`src/rtl/de_act_pkg.sv`:
```
package de_act_pkg;
   // bits needed to hold the values 0..n
   function automatic int cnt_bits(input int n);
      return (n < 1) ? 1 : $clog2(n + 1);
   endfunction
endpackage

```
`src/rtl/de_act_sync.sv`:
```
module de_act_sync #(
   parameter int SYNC_STAGES = 2
) (
   input  logic clk,
   input  logic rst_n,
   input  logic de_raw,
   output logic de_fall,
   output logic de_edge
);
   logic [SYNC_STAGES-1:0] chain_q;
   logic                   last_q;
   logic                   de_s;

   generate
      if (SYNC_STAGES < 2) begin : g_bad_stages
         $error("de_act_sync: SYNC_STAGES must be at least 2");
      end else begin : g_chain
         always_ff @(posedge clk or negedge rst_n) begin
            if (!rst_n) chain_q <= '0;
            else        chain_q <= {chain_q[SYNC_STAGES-2:0], de_raw};
         end
      end
   endgenerate

   assign de_s = chain_q[SYNC_STAGES-1];

   always_ff @(posedge clk or negedge rst_n) begin
      if (!rst_n) last_q <= 1'b0;
      else        last_q <= de_s;
   end

   assign de_fall = last_q & ~de_s;
   assign de_edge = last_q ^ de_s;
endmodule

```
`src/rtl/de_act_timer.sv`:
```
module de_act_timer #(
   parameter int IDLE_CYCLES = 16
) (
   input  logic clk,
   input  logic rst_n,
   input  logic restart,
   output logic expired
);
   import de_act_pkg::*;
   localparam int TW = cnt_bits(IDLE_CYCLES);
   localparam logic [TW-1:0] LIMIT = TW'(IDLE_CYCLES);

   logic [TW-1:0] cnt_q;

   generate
      if (IDLE_CYCLES < 2) begin : g_bad_idle
         $error("de_act_timer: IDLE_CYCLES must be at least 2");
      end
   endgenerate

   always_ff @(posedge clk or negedge rst_n) begin
      if (!rst_n)              cnt_q <= '0;
      else if (restart)        cnt_q <= '0;
      else if (cnt_q != LIMIT) cnt_q <= cnt_q + 1'b1;
   end

   assign expired = (cnt_q == LIMIT);
endmodule

```
`src/rtl/de_act_counter.sv`:
```
module de_act_counter #(
   parameter int EDGE_TARGET = 40
) (
   input  logic clk,
   input  logic rst_n,
   input  logic clear,
   input  logic fall,
   output logic reached
);
   import de_act_pkg::*;
   localparam int CW = cnt_bits(EDGE_TARGET);
   localparam logic [CW-1:0] GOAL = CW'(EDGE_TARGET);

   logic [CW-1:0] cnt_q;

   generate
      if (EDGE_TARGET < 1) begin : g_bad_target
         $error("de_act_counter: EDGE_TARGET must be at least 1");
      end
   endgenerate

   always_ff @(posedge clk or negedge rst_n) begin
      if (!rst_n)                     cnt_q <= '0;
      else if (clear)                 cnt_q <= '0;
      else if (fall && cnt_q != GOAL) cnt_q <= cnt_q + 1'b1;
   end

   assign reached = (cnt_q == GOAL);
endmodule

```
`src/rtl/de_activity_detect.sv`:
```
module de_activity_detect #(
   parameter int EDGE_TARGET = 40,
   parameter int IDLE_CYCLES = 10_000_000,
   parameter int SYNC_STAGES = 2
) (
   input  logic clk,
   input  logic rst_n,
   input  logic clk_valid,
   input  logic de_in,
   output logic sync_present
);
   logic fall_w;
   logic edge_w;
   logic expired_w;
   logic restart_w;
   logic clear_w;

   de_act_sync #(.SYNC_STAGES(SYNC_STAGES)) u_sync (
      .clk     (clk),
      .rst_n   (rst_n),
      .de_raw  (de_in),
      .de_fall (fall_w),
      .de_edge (edge_w)
   );

   // any strobe change, or a dead link clock, restarts the idle window
   assign restart_w = edge_w | ~clk_valid;

   de_act_timer #(.IDLE_CYCLES(IDLE_CYCLES)) u_timer (
      .clk     (clk),
      .rst_n   (rst_n),
      .restart (restart_w),
      .expired (expired_w)
   );

   // an edge in the expiry cycle counts as activity, so it beats the timeout
   assign clear_w = ~clk_valid | (expired_w & ~edge_w);

   de_act_counter #(.EDGE_TARGET(EDGE_TARGET)) u_count (
      .clk     (clk),
      .rst_n   (rst_n),
      .clear   (clear_w),
      .fall    (fall_w),
      .reached (sync_present)
   );
endmodule

```
`config.mk`:
```
export PLATFORM = sky130hd
export DESIGN_NAME = de_activity_detect
export DESIGN_NICKNAME = d
export VERILOG_FILES = /design/src/rtl/de_act_pkg.sv /design/src/rtl/de_act_sync.sv /design/src/rtl/de_act_timer.sv /design/src/rtl/de_act_counter.sv /design/src/rtl/de_activity_detect.sv
export SDC_FILE = /design/constraint.sdc
export NUM_CORES = 1
export LEC_CHECK = 0
export ABC_AREA = 0
export ABC_CLOCK_PERIOD_IN_PS = 4200
export BUFFER_PORTS_ARGS = -buffer_cell sky130_fd_sc_hd__buf_2
export CAP_MARGIN = 20
export CORE_MARGIN = 3
export CORE_UTILIZATION = 60
export CTS_BUF_LIST = sky130_fd_sc_hd__clkbuf_4 sky130_fd_sc_hd__clkbuf_8
export DETAILED_ROUTE_END_ITERATION = 6
export PLACE_DENSITY = 0.75
export SYNTH_ARGS = -nofsm -noshare
export SYNTH_HDL_FRONTEND = slang
export SYNTH_SLANG_ARGS = --single-unit
```
`constraint.sdc`:
```
create_clock -name clk -period 4.2 [get_ports clk]
set_input_delay 0.21 -clock clk [delete_from_list [all_inputs] [get_ports clk]]
set_output_delay 0.21 -clock clk [all_outputs]
set_load 0.02 [all_outputs]
```
After elaboration in Yosys (flattened, before gate mapping) --
Cells that the tools add are included.
Storage, ports and cells: register bits 33, bits of input ports 4, word-level logic and storage cells 25
Operators by class: $add $sub $neg 2, eq/ne operators 4, mux-type cells 4, bitwise logic cells 8, reductions and logical operators 3
Operators by type and width (count):
- two-way mux 24 bit | 2
- adder 24 x 1 -> 24 bit (second input constant) | 1
- == test 24 bit (second input constant) | 1
- != test 24 bit (second input constant) | 1
- two-way mux 6 bit | 2
- adder 6 x 1 -> 6 bit (second input constant) | 1
- == test 6 bit (second input constant) | 1
- != test 6 bit (second input constant) | 1
- nonzero test 2 bit | 2
- NOT 1 bit | 3
- AND 1 bit | 2
- bitwise OR 1 bit | 2
- logical AND 1 bit | 1
- XOR 1 bit | 1

Longest topological paths before layout --
Gate-level depths: netlist of run 1.
word-level depth 5, gate-level depth with buffers 7, mapped depth without buffers 6

By module --
From an unflattened synthesis of run 1, not the netlist that was laid out.
Second synthesis, totals: cells, all modules 195, area, all modules 1870.5 um^2
By module, submodules not included:
- de_act_timer | times used 1, cells an instance 145, area each 1352.5 um^2, seq. area each 600.6 um^2
- de_act_counter | times used 1, cells an instance 41, area each 404.1 um^2, seq. area each 150.1 um^2
- de_act_sync | times used 1, cells an instance 6, area each 95.1 um^2, seq. area each 75.1 um^2
- de_activity_detect | times used 1, cells an instance 3, area each 18.8 um^2, seq. area each 0.0 um^2

Worst setup path before layout of run 1 --
Ideal clock, no wire load.
kind flip-flop to flip-flop, from register u_timer.cnt_q[0], to register u_count.cnt_q[0], setup time 130 ps, arrival time 1865 ps, data required time 4070 ps, path slack 2205 ps, cell stages (with the launch flop) 8, path buffers 1, clock period less this slack 1995 ps, cells stage by stage dfrtp_1 > inv_1 > ha_1 > or4b_1 > or4_1 > buf_2 > o31ai_4 > nor2_1
Between the ends: longest elaborated chain between the ends 4
Ends and longest elaborated chain:
- start: declaration | line de_act_timer.sv:13 | logic [TW-1:0] cnt_q;
- start signal: assignment | line de_act_timer.sv:24 | else if (cnt_q != LIMIT) cnt_q <= cnt_q + 1'b1;
- == test 24 bit * | line de_act_timer.sv:27 | assign expired = (cnt_q == LIMIT);
- AND 1 bit * | line de_activity_detect.sv:37 | assign clear_w = ~clk_valid | (expired_w & ~edge_w);
- bitwise OR 1 bit * | line de_activity_detect.sv:37
- two-way mux 6 bit or nonzero test 2 bit (tied branches)
- end signal: assignment | line de_act_counter.sv:25 | else if (fall && cnt_q != GOAL) cnt_q <= cnt_q + 1'b1;
- end: declaration | line de_act_counter.sv:14 | logic [CW-1:0] cnt_q;
Mark *: on every way between the ends. The rest lies on a longest branch, timed or not. A chain may end at the register's enable or synchronous reset.

Worst setup path in the final report of run 1 --
from register u_timer.cnt_q[0], to register u_count.cnt_q[4]
Same word-level chain as after synthesis.

==> flow_summary.toml, run 1 <==
[clock_tree]
numCtsBuffers = 5
clock-sinks = 33
cts-root-buf = "clkbuf_4"
clk_pin_slew_ps = 110
clk_latency_ps = 330
post_cts_buffers = 0
ctsHoldBuffers = 2
cts_resized = 0
cts_tree = "yes"
htree_num_levels = 2
cts_buffer_depth = 2

[job]
max_cap_viol_count = 0

[power_and_ir_drop]
p_sw_frac = 0.233
pwr-share-seq = 0.581
pwr-share-clk = 0.357
switchingPower_w = 0.000130
p_comb_frac = 0.061
peakVddDrop_mv = 0.333
p_leak_nw = 0.822
cellPowerDensity_nw_per_um2 = 301
internal_power_w = 0.000429

[hold_path]
hp-class = "in -> reg"

[synth]
synthTopCellsByCount = "33 x dfrtp_1, 29 x nor2_1, 15 x nand2_1"
synth.avg_cell_area_sq_um = 9.64
ys_top_cells_by_area = "dfrtp_1 47%, nor2_1 6.2%, xnor2_1 5.5%, ha_1 3.6%, nand2_1 3.2%"
ys_ff_latch = 33
synthAdderAreaFrac = 0.0359
yosysMostFrequentCell = "dfrtp_1"
synthSimpleGateAreaFrac = 0.257
synth_top_family_by_area = "simple AND/OR/NAND/NOR gates"
synth_top_area_cell = "dfrtp_1"
synth-xor-area-share = 0.0803
synth_cell_type_count = 37
ys.flop_type = "dfrtp_1"
syn-num-nets = 190
yosys_warnings = 0
synthCells = 181
yosysTopAreaCellShare = 0.473
synthMuxAreaShare = 0.00574
netlist_area_sq_um = 1740
synth_compound_area_frac = 0.111
seq_area_frac_synth = 0.473
synthArstFlopShare = 1.00
synth_edf_count = 0

[floorplanning]
fp.coreArea_sq_um = 2610
start_util = 0.668
fp.dieH_um = 59.9
ios = 5
dieArea_sq_um = 3590
chipWidth_um = 59.9
rows = 18

[route]
drt_iter0_drc = 65
wl_um = 3270
drc = 0
num_vias = 1323
antenna_left = 0
routed_via_density = 6.07
wl_per_cell_um = 15.0
first_pass_iters = 4

[setup_path]
cp_num_buf_inv = 1
crit_family = "simple AND/OR/NAND/NOR gates"
crit_slowest_cell = "or4_1"
cp_cell_sequence = "inv_1 > ha_1 > or4b_1 > or4_1 > o31ai_4 > nor2_1"
cp.required_ps = 4400
critical-path-max-stage-delay_ps = 550
critPathKind = "reg -> reg"
end_kind = "register"
worst_ep_arrival_time_ps = 2420
critPathMaxFanout = 7
start_kind = "register"

[final_layout]
layout-drive-gt1-share = 0.106
final_nets = 196
fillers = 215
seq_area_sq_um = 826
area_delta_synth_final_pct = 6.74
fin_area_sq_um = 1860
n_antenna_cell = 0
multiInputGateArea_sq_um = 855

[sta]
holdWs_ps = 174
finClkSkew_ps = 11.4
fin_tns_setup_ps = 0
period_minus_slack_ps = 2220
slew_viol_final = 0
timing.slew.headroom = 0.448
setup_viol = 0
final_hold_viol_count = 0
period_share = 0.528
fmax_ghz = 0.451
tightest_slew_ps = 826
rsz0062_at_grt = "false"
postLayoutSetupSlackWorst_ps = 1980

[global_route]
grt_pass1_wl_um = 5880
grt_overflow = 0
grt_pass1_vias = 1292
antenna_found_initial = 0
grt_max_degree = 34
grt_usage = 0.220

[placement]
place_area_sq_um = 1770
place.gp.congestion = 0.830
port_buffers = 4
place_ws_ps = 1990
dp_hpwl_um = 2310

[run_status]
status = "complete, no violations"
[flip-flops by register name (all words and copies together) (netlist names)]
signal and flops:
u_count.cnt_q 6, u_sync.last_q 1, u_sync.chain_q 2, u_timer.cnt_q 24
[kinds of logic after synthesis]
group / count (synthesis)
DFF: 33
adders and majority gates: 5
and+or+nand+nor: 84
AOI/OAI and AO/OA: 26
buffers and inverters: 16
muxes: 1
xor gates and xnor gates: 16
[worst paths after layout]
path	cells past startpoint	end	startpoint	slack, ps
min in group asynchronous	2	u_timer.cnt_q[8]	rst_n	470
worst min register to register	0	u_sync.chain_q[1]	u_sync.chain_q[0]	360
worst max register to register	6	u_count.cnt_q[4]	u_timer.cnt_q[0]	1980
max in group asynchronous	2	u_count.cnt_q[1]	rst_n	3250
worst max-delay path	6	u_count.cnt_q[4]	u_timer.cnt_q[0]	1980
worst min-delay path	3	u_count.cnt_q[3]	clk_valid	170
[per-stage QoR]
stage	instances	total power (W)	utilization
after CTS	218	0.000565	0.713
after global placement	208	0.000363	0.678
after global routing	218	0.000586	0.713
after detailed placement	208	0.000365	0.678
after floorplan	181	0.000351	-
final	218	0.000560	0.713
[tightest hold or removal path, cell delays in order]
cell	delay [ps]
buf_2	130
o31ai_4	80
nor2_1	50
[layout by cell type (no fill, tap or decap), drive strengths merged, types with 2 or more instances in the layout]
cell type and instances:
nand2 15, inv 9, o21ai 3, xor2 5
nor4b 3, and3 3, nand4b 2, ha 5
dfrtp 33, buf 4, nor2 29, clkbuf 7
nor4 6, xnor2 11, a31oi 3, nand4 7
dlygate4sd3 2, nand3 6, a21oi 8, a31o 4
nor3 6, a41o 4
[area by class of cell]
cell class                 instances  share of cell area
clock buffer                       7              0.0349
clock inverter                     1             0.00269
inverter                           9              0.0181
multi-input combinational        132               0.459
sequential                        33               0.444
tap                               30              0.0202
timing repair buffer               6              0.0215
[layer usage]
| metal | GRT usage | vias up | wire [um] |
|---|---|---|---|
| met2 | 0.369 | 20 | 1680 |
| met4 | 0.0759 | 0 | 36 |
| li1 | - | 656 | - |
| met3 | 0.0518 | 4 | 82 |
| met1 | 0.278 | 643 | 1470 |
| met5 | 0 | - | 0 |
[power by group through the flow]
stage	clock (W)	sequential (W)	combinational (W)
after floorplan	0	0.000331	0.0000208
after global placement	0	0.000331	0.0000320
after detailed placement	0	0.000332	0.0000333
after CTS	0.000204	0.000325	0.0000349
after global routing	0.000220	0.000326	0.0000393
final	0.000200	0.000325	0.0000343
Power figures use the tool's default switching activity.
==> inputs of run 2 (changes only) <==
--- a/config.mk
+++ b/config.mk
@@ -5,15 +5,15 @@
 export SDC_FILE = /design/constraint.sdc
 export NUM_CORES = 1
 export LEC_CHECK = 0
-export ABC_AREA = 0
-export ABC_CLOCK_PERIOD_IN_PS = 4200
+export ABC_AREA = 1
+export ABC_CLOCK_PERIOD_IN_PS = 1800
 export BUFFER_PORTS_ARGS = -buffer_cell sky130_fd_sc_hd__buf_2
 export CAP_MARGIN = 20
 export CORE_MARGIN = 3
-export CORE_UTILIZATION = 60
+export CORE_UTILIZATION = 58
 export CTS_BUF_LIST = sky130_fd_sc_hd__clkbuf_4 sky130_fd_sc_hd__clkbuf_8
 export DETAILED_ROUTE_END_ITERATION = 6
-export PLACE_DENSITY = 0.75
+export PLACE_DENSITY = 0.76
 export SYNTH_ARGS = -nofsm -noshare
 export SYNTH_HDL_FRONTEND = slang
 export SYNTH_SLANG_ARGS = --single-unit
==> constraint.sdc (replaced) <==
create_clock -name clk -period 1.8 [get_ports clk]
set_input_delay 0.09 -clock clk [delete_from_list [all_inputs] [get_ports clk]]
set_output_delay 0.09 -clock clk [all_outputs]
set_load 0.02 [all_outputs]
==> flow_summary.toml, run 2 <==
[final_layout]
layout_commonest_cell = "nand2_1"
final_cell_mix = "75 x nand2_1, 65 x nor2_1, 33 x dfrtp_1"
regMostFlops = "u_timer.cnt_q"
largest_reg_flops = 24
area_delta_synth_final_pct = 7.63
top_regs = "u_timer.cnt_q (24), u_count.cnt_q (6), u_sync.chain_q (2)"
final_nets = 301
layout-drive-gt1-share = 0.0853
n_antenna_cell = 0

[placement]
dp_hpwl_um = 3200
port_buffers = 4
place.gp.congestion = 0.922

[sta]
fmax_ghz = 0.602
finClkSkew_ps = 12.9
timing.slew.headroom = 0.537
period_minus_slack_ps = 1660
period_share = 0.924
tightest_slew_ps = 694
fin_tns_setup_ps = 0
slew_viol_final = 0
final_hold_viol_count = 0
setup_viol = 0
rsz0062_at_grt = "false"

[clock_tree]
clk_latency_ps = 350
numCtsBuffers = 5
htree_num_levels = 2
clock-sinks = 33
cts_tree = "yes"
cts_resized = 0
clk_pin_slew_ps = 110
cts-root-buf = "clkbuf_4"
cts_buffer_depth = 2

[setup_path]
end_kind = "primary output"
cp.required_ps = 1710
start_kind = "register"
cp_num_buf_inv = 4
critPathMostFrequentCell = "inv_1"
critical-path-max-stage-delay_ps = 420
critPathMaxFanout = 7
crit_slowest_cell = "dfrtp_1"
crit_family = "flip-flops"
critPathKind = "reg -> out"
worst_ep_arrival_time_ps = 1570
cp_cell_sequence = "inv_1 > ha_1 > inv_1 > nor2_1 > nand3_1 > inv_1 > buf_2"

[route]
num_vias = 1735
drt_iter0_drc = 131
wl_um = 4180
drc = 0
antenna_left = 0
first_pass_iters = 4
routed_via_density = 5.15
wl_per_cell_um = 12.4

[power_and_ir_drop]
total_power_w = 0.00126
pwr-share-clk = 0.335
cellPowerDensity_nw_per_um2 = 594
p_sw_frac = 0.254
p_comb_frac = 0.062
peakVddDrop_mv = 0.389
internal_power_w = 0.000938
pwr-share-seq = 0.603
switchingPower_w = 0.000320
p_leak_nw = 0.895

[floorplanning]
ios = 5
fp.coreArea_sq_um = 3150
start_util = 0.624
chipWidth_um = 64.3
dieArea_sq_um = 4130
rows = 20
fp.dieH_um = 64.3

[synth]
syn-num-nets = 289
synth_cell_type_count = 22
synth_edf_count = 0
synthCells = 280
netlist_area_sq_um = 1970
ys_top_cells_by_area = "dfrtp_1 42%, nand2_1 14%, nor2_1 12%, nand3_1 6.1%, inv_1 5.5%"
synthTopCellsByCount = "75 x nand2_1, 65 x nor2_1, 33 x dfrtp_1"
ys.flop_type = "dfrtp_1"
seq_area_frac_synth = 0.420
synth.avg_cell_area_sq_um = 7.03
yosys_warnings = 0
yosysTopAreaCellShare = 0.420
synth_top_area_cell = "dfrtp_1"
yosysMostFrequentCell = "nand2_1"
synthArstFlopShare = 1.00
ys_ff_latch = 33

[global_route]
antenna_found_initial = 0
grt_pass1_vias = 1724
grt_usage = 0.238
grt_max_degree = 34
grt_pass1_wl_um = 7700
grt_overflow = 0

[hold_path]
hp-class = "in -> reg"

[run_status]
status = "complete, no violations"

[job]
max_cap_viol_count = 0
## run 2: cell types whose count changed after synthesis, sizes merged, moves of 6 or more
cell / previous run / this run
nand2: 15 / 77
nor2: 29 / 72
inv: 9 / 30
nand3: 6 / 25
xnor2: 11 / 1
nor4: 6 / 0
## run 2: final timing paths
check	slack, ps	start	to	cells after the start
max	140	u_count.cnt_q[0]	sync_present	7
min	110	clk_valid	u_count.cnt_q[3]	3
max reg2reg	260	u_timer.cnt_q[0]	u_timer.cnt_q[14]	7
min reg2reg	360	u_sync.chain_q[0]	u_sync.chain_q[1]	0
max in group asynchronous	1020	rst_n	u_timer.cnt_q[19]	2
min in group asynchronous	330	rst_n	u_timer.cnt_q[9]	2
## run 2: kinds of logic (layout without fill, tap and decap cells)
family | after synthesis | in the layout | share of synthesized area
flops | 33 | 33 | 0.420
fa+ha+maj | 5 | 5 | 0.0318
buf+inv | 33 | 46 | 0.0629
xor+xnor | 10 | 10 | 0.0445
simple gates | 189 | 189 | 0.414
compound gates | 10 | 10 | 0.0267
## run 2: timing repair
| action | CTS | global route |
|---|---|---|
| hold buffers | 2 | 0 |
| endpoints found under the hold margin | 34 | 0 |
| buffers inserted | 0 | 0 |
| endpoints found under the setup margin | 0 | 0 |
## run 2: per-layer routing
metal	wire length [um]	up-vias	GRT usage
met2	1840	42	0.383
li1	-	902	-
met3	240	7	0.0387
met1	2050	784	0.321
met4	53	0	0.0897
met5	0	-	0
## run 2: layout make-up
type / count / area, sq um
Clock buffer: 6 / 45.0
Clock inverter: 2 / 10.0
Fill cell: 310 / 1030
Inverter: 31 / 116
Multi-Input combinational cell: 214 / 1020
Sequential cell: 33 / 826
Tap cell: 44 / 55.1
Timing Repair Buffer: 7 / 47.5
## run 2: through the flow
| stage | worst slack [ps] | area (sq um) | cells | hold WS (ps) | utilization |
|---|---|---|---|---|---|
| finish | 138 | 2120 | 337 | 113 | 0.672 |
| global placement | 341 | 2040 | 327 | 179 | 0.648 |
| global route | 3.85 | 2120 | 337 | 154 | 0.672 |
| detailed placement | 297 | 2040 | 327 | 180 | 0.648 |
| CTS | 136 | 2120 | 337 | 118 | 0.672 |
| floorplan | 438 | 1970 | 280 | -206 | - |
## run 2: power groups by stage
| stage | Combinational (W) | Sequential (W) | Clock [W] |
|---|---|---|---|
| after floorplan | 0.0000430 | 0.000771 | 0 |
| after global placement | 0.0000728 | 0.000772 | 0 |
| after detailed placement | 0.0000758 | 0.000773 | 0 |
| after CTS | 0.0000792 | 0.000759 | 0.000423 |
| after global routing | 0.0000916 | 0.000760 | 0.000452 |
| final | 0.0000778 | 0.000758 | 0.000421 |
## run 2: worst reg2reg max path: cells and delay by family, from the launching register on
| family | cells | cell delay [ps] |
|---|---|---|
| flops | 1 | 450 |
| fa+ha+maj | 1 | 300 |
| buf+inv | 1 | 50 |
| simple gates | 5 | 650 |
==> inputs of run 3 (changes only) <==
--- a/config.mk
+++ b/config.mk
@@ -6,14 +6,14 @@
 export NUM_CORES = 1
 export LEC_CHECK = 0
 export ABC_AREA = 1
-export ABC_CLOCK_PERIOD_IN_PS = 1800
+export ABC_CLOCK_PERIOD_IN_PS = 1700
 export BUFFER_PORTS_ARGS = -buffer_cell sky130_fd_sc_hd__buf_2
 export CAP_MARGIN = 20
 export CORE_MARGIN = 3
-export CORE_UTILIZATION = 58
+export CORE_UTILIZATION = 60
 export CTS_BUF_LIST = sky130_fd_sc_hd__clkbuf_4 sky130_fd_sc_hd__clkbuf_8
 export DETAILED_ROUTE_END_ITERATION = 6
-export PLACE_DENSITY = 0.76
+export PLACE_DENSITY = 0.75
 export SYNTH_ARGS = -nofsm -noshare
 export SYNTH_HDL_FRONTEND = slang
 export SYNTH_SLANG_ARGS = --single-unit
==> constraint.sdc (replaced) <==
create_clock -name clk -period 1.7 [get_ports clk]
set_input_delay 0.085 -clock clk [delete_from_list [all_inputs] [get_ports clk]]
set_output_delay 0.085 -clock clk [all_outputs]
set_load 0.02 [all_outputs]
==> flow_summary.toml, run 3 (synthesized netlist as in run 2, its figures left out) <==
[hold_path]
hp-class = "in -> reg"

[placement]
dp_hpwl_um = 3150
port_buffers = 4
place.gp.congestion = 0.903

[route]
drt_iter0_drc = 146
wl_um = 4230
routed_via_density = 5.17
first_pass_iters = 5
drc = 0
num_vias = 1763
wl_per_cell_um = 12.4
antenna_left = 0

[clock_tree]
numCtsBuffers = 5
cts_tree = "yes"
htree_num_levels = 2
clk_pin_slew_ps = 110
clock-sinks = 33
clk_latency_ps = 350
cts-root-buf = "clkbuf_4"
cts_buffer_depth = 2

[final_layout]
final_nets = 305
largest_reg_flops = 24
layout-drive-gt1-share = 0.104
final_cell_mix = "75 x nand2_1, 65 x nor2_1, 33 x dfrtp_1"
final_core_util = 0.695
layout_commonest_cell = "nand2_1"
n_antenna_cell = 0
regMostFlops = "u_timer.cnt_q"
fillers = 298
top_regs = "u_timer.cnt_q (24), u_count.cnt_q (6), u_sync.chain_q (2)"
area_delta_synth_final_pct = 9.54

[setup_path]
worst_ep_arrival_time_ps = 1500
start_kind = "register"
end_kind = "primary output"
critPathMaxFanout = 6
critPathKind = "reg -> out"
cp.required_ps = 1620

[global_route]
grt_pass1_vias = 1540
grt_pass1_wl_um = 7040
antenna_found_initial = 0
grt_max_degree = 34
grt_overflow = 0
grt_usage = 0.230

[floorplanning]
rows = 20
ios = 5
start_util = 0.634
dieArea_sq_um = 4000
chipWidth_um = 63.3
fp.coreArea_sq_um = 3100
fp.dieH_um = 63.3

[sta]
rsz0062_at_grt = "false"
timing.slew.headroom = 0.530
period_share = 0.932
slew_viol_final = 0
period_minus_slack_ps = 1580
final_hold_viol_count = 0
tightest_slew_ps = 704
setup_viol = 0
fmax_ghz = 0.631
finClkSkew_ps = 12.9
fin_tns_setup_ps = 0

[power_and_ir_drop]
peakVddDrop_mv = 0.499
cellPowerDensity_nw_per_um2 = 618
p_leak_nw = 0.911

[job]
max_cap_viol_count = 0

[run_status]
status = "complete, no violations"
==> run 3: changes by cell type in the layout (fill, tap and decap cells not counted), sizes merged <==
cell	delta
buf	+4
==> run 3: final cells by class <==
class / count / area (sq um) / area share
multi-input combinational: 214 / 1030 / 0.476
sequential: 33 / 826 / 0.383
inverter: 31 / 116 / 0.0540
timing repair buffer: 11 / 77.6 / 0.0360
tap: 44 / 55.1 / 0.0255
clock buffer: 6 / 45.0 / 0.0209
clock inverter: 2 / 10.0 / 0.00464
==> run 3: routing by layer <==
layer / wire [um] / GRT usage
met2: 1870 / 0.333
met5: 0 / 0
met1: 2040 / 0.335
met3: 248 / 0.0535
met4: 71 / 0.0836
==> run 3: through the flow <==
stage / power [W] / area (sq um) / std cells / worst slack (ps) / hold slack (ps)
6_report: 0.00133 / 2160 / 341 / 116 / 106
5_1_grt: 0.00140 / 2160 / 341 / 1.56 / 125
4_1_cts: 0.00134 / 2130 / 339 / 39.4 / 112
3_5_place_dp: 0.000901 / 2060 / 329 / 200 / 173
3_3_place_gp: 0.000900 / 2060 / 329 / 240 / 174
2_1_floorplan: 0.000862 / 1970 / 280 / 338 / -211
==> run 3: timing repair <==
item,4_1_cts,5_1_grt
resized for setup,0,2
endpoints found under the hold margin,34,0
setup buffers,0,2
setup endpoints to repair,0,2
hold buffers,2,0
==> run 3: critical path, stage by stage, from the launching register on <==
cell and delay [ps]:
dfrtp_1 430, inv_1 90, ha_1 140, inv_1 30, nor2_1 100, nand3_2 130
inv_1 80, buf_2 160
==> run 3: worst paths after layout <==
check / from / to / slack, ps / depth (start not counted)
worst min-delay path: clk_valid / u_count.cnt_q[0] / 110 / 3
worst max register to register: u_timer.cnt_q[0] / u_timer.cnt_q[14] / 210 / 7
worst min register to register: u_sync.chain_q[0] / u_sync.chain_q[1] / 360 / 0
min in group asynchronous: rst_n / u_timer.cnt_q[9] / 310 / 2
max in group asynchronous: rst_n / u_timer.cnt_q[3] / 930 / 2
worst max-delay path: u_count.cnt_q[0] / sync_present / 120 / 7
==> run 3: power breakdown <==
part           switching, W  internal [W]
combinational     0.0000577     0.0000284
sequential       0.00000927      0.000794
clock              0.000270      0.000173
total              0.000337      0.000996
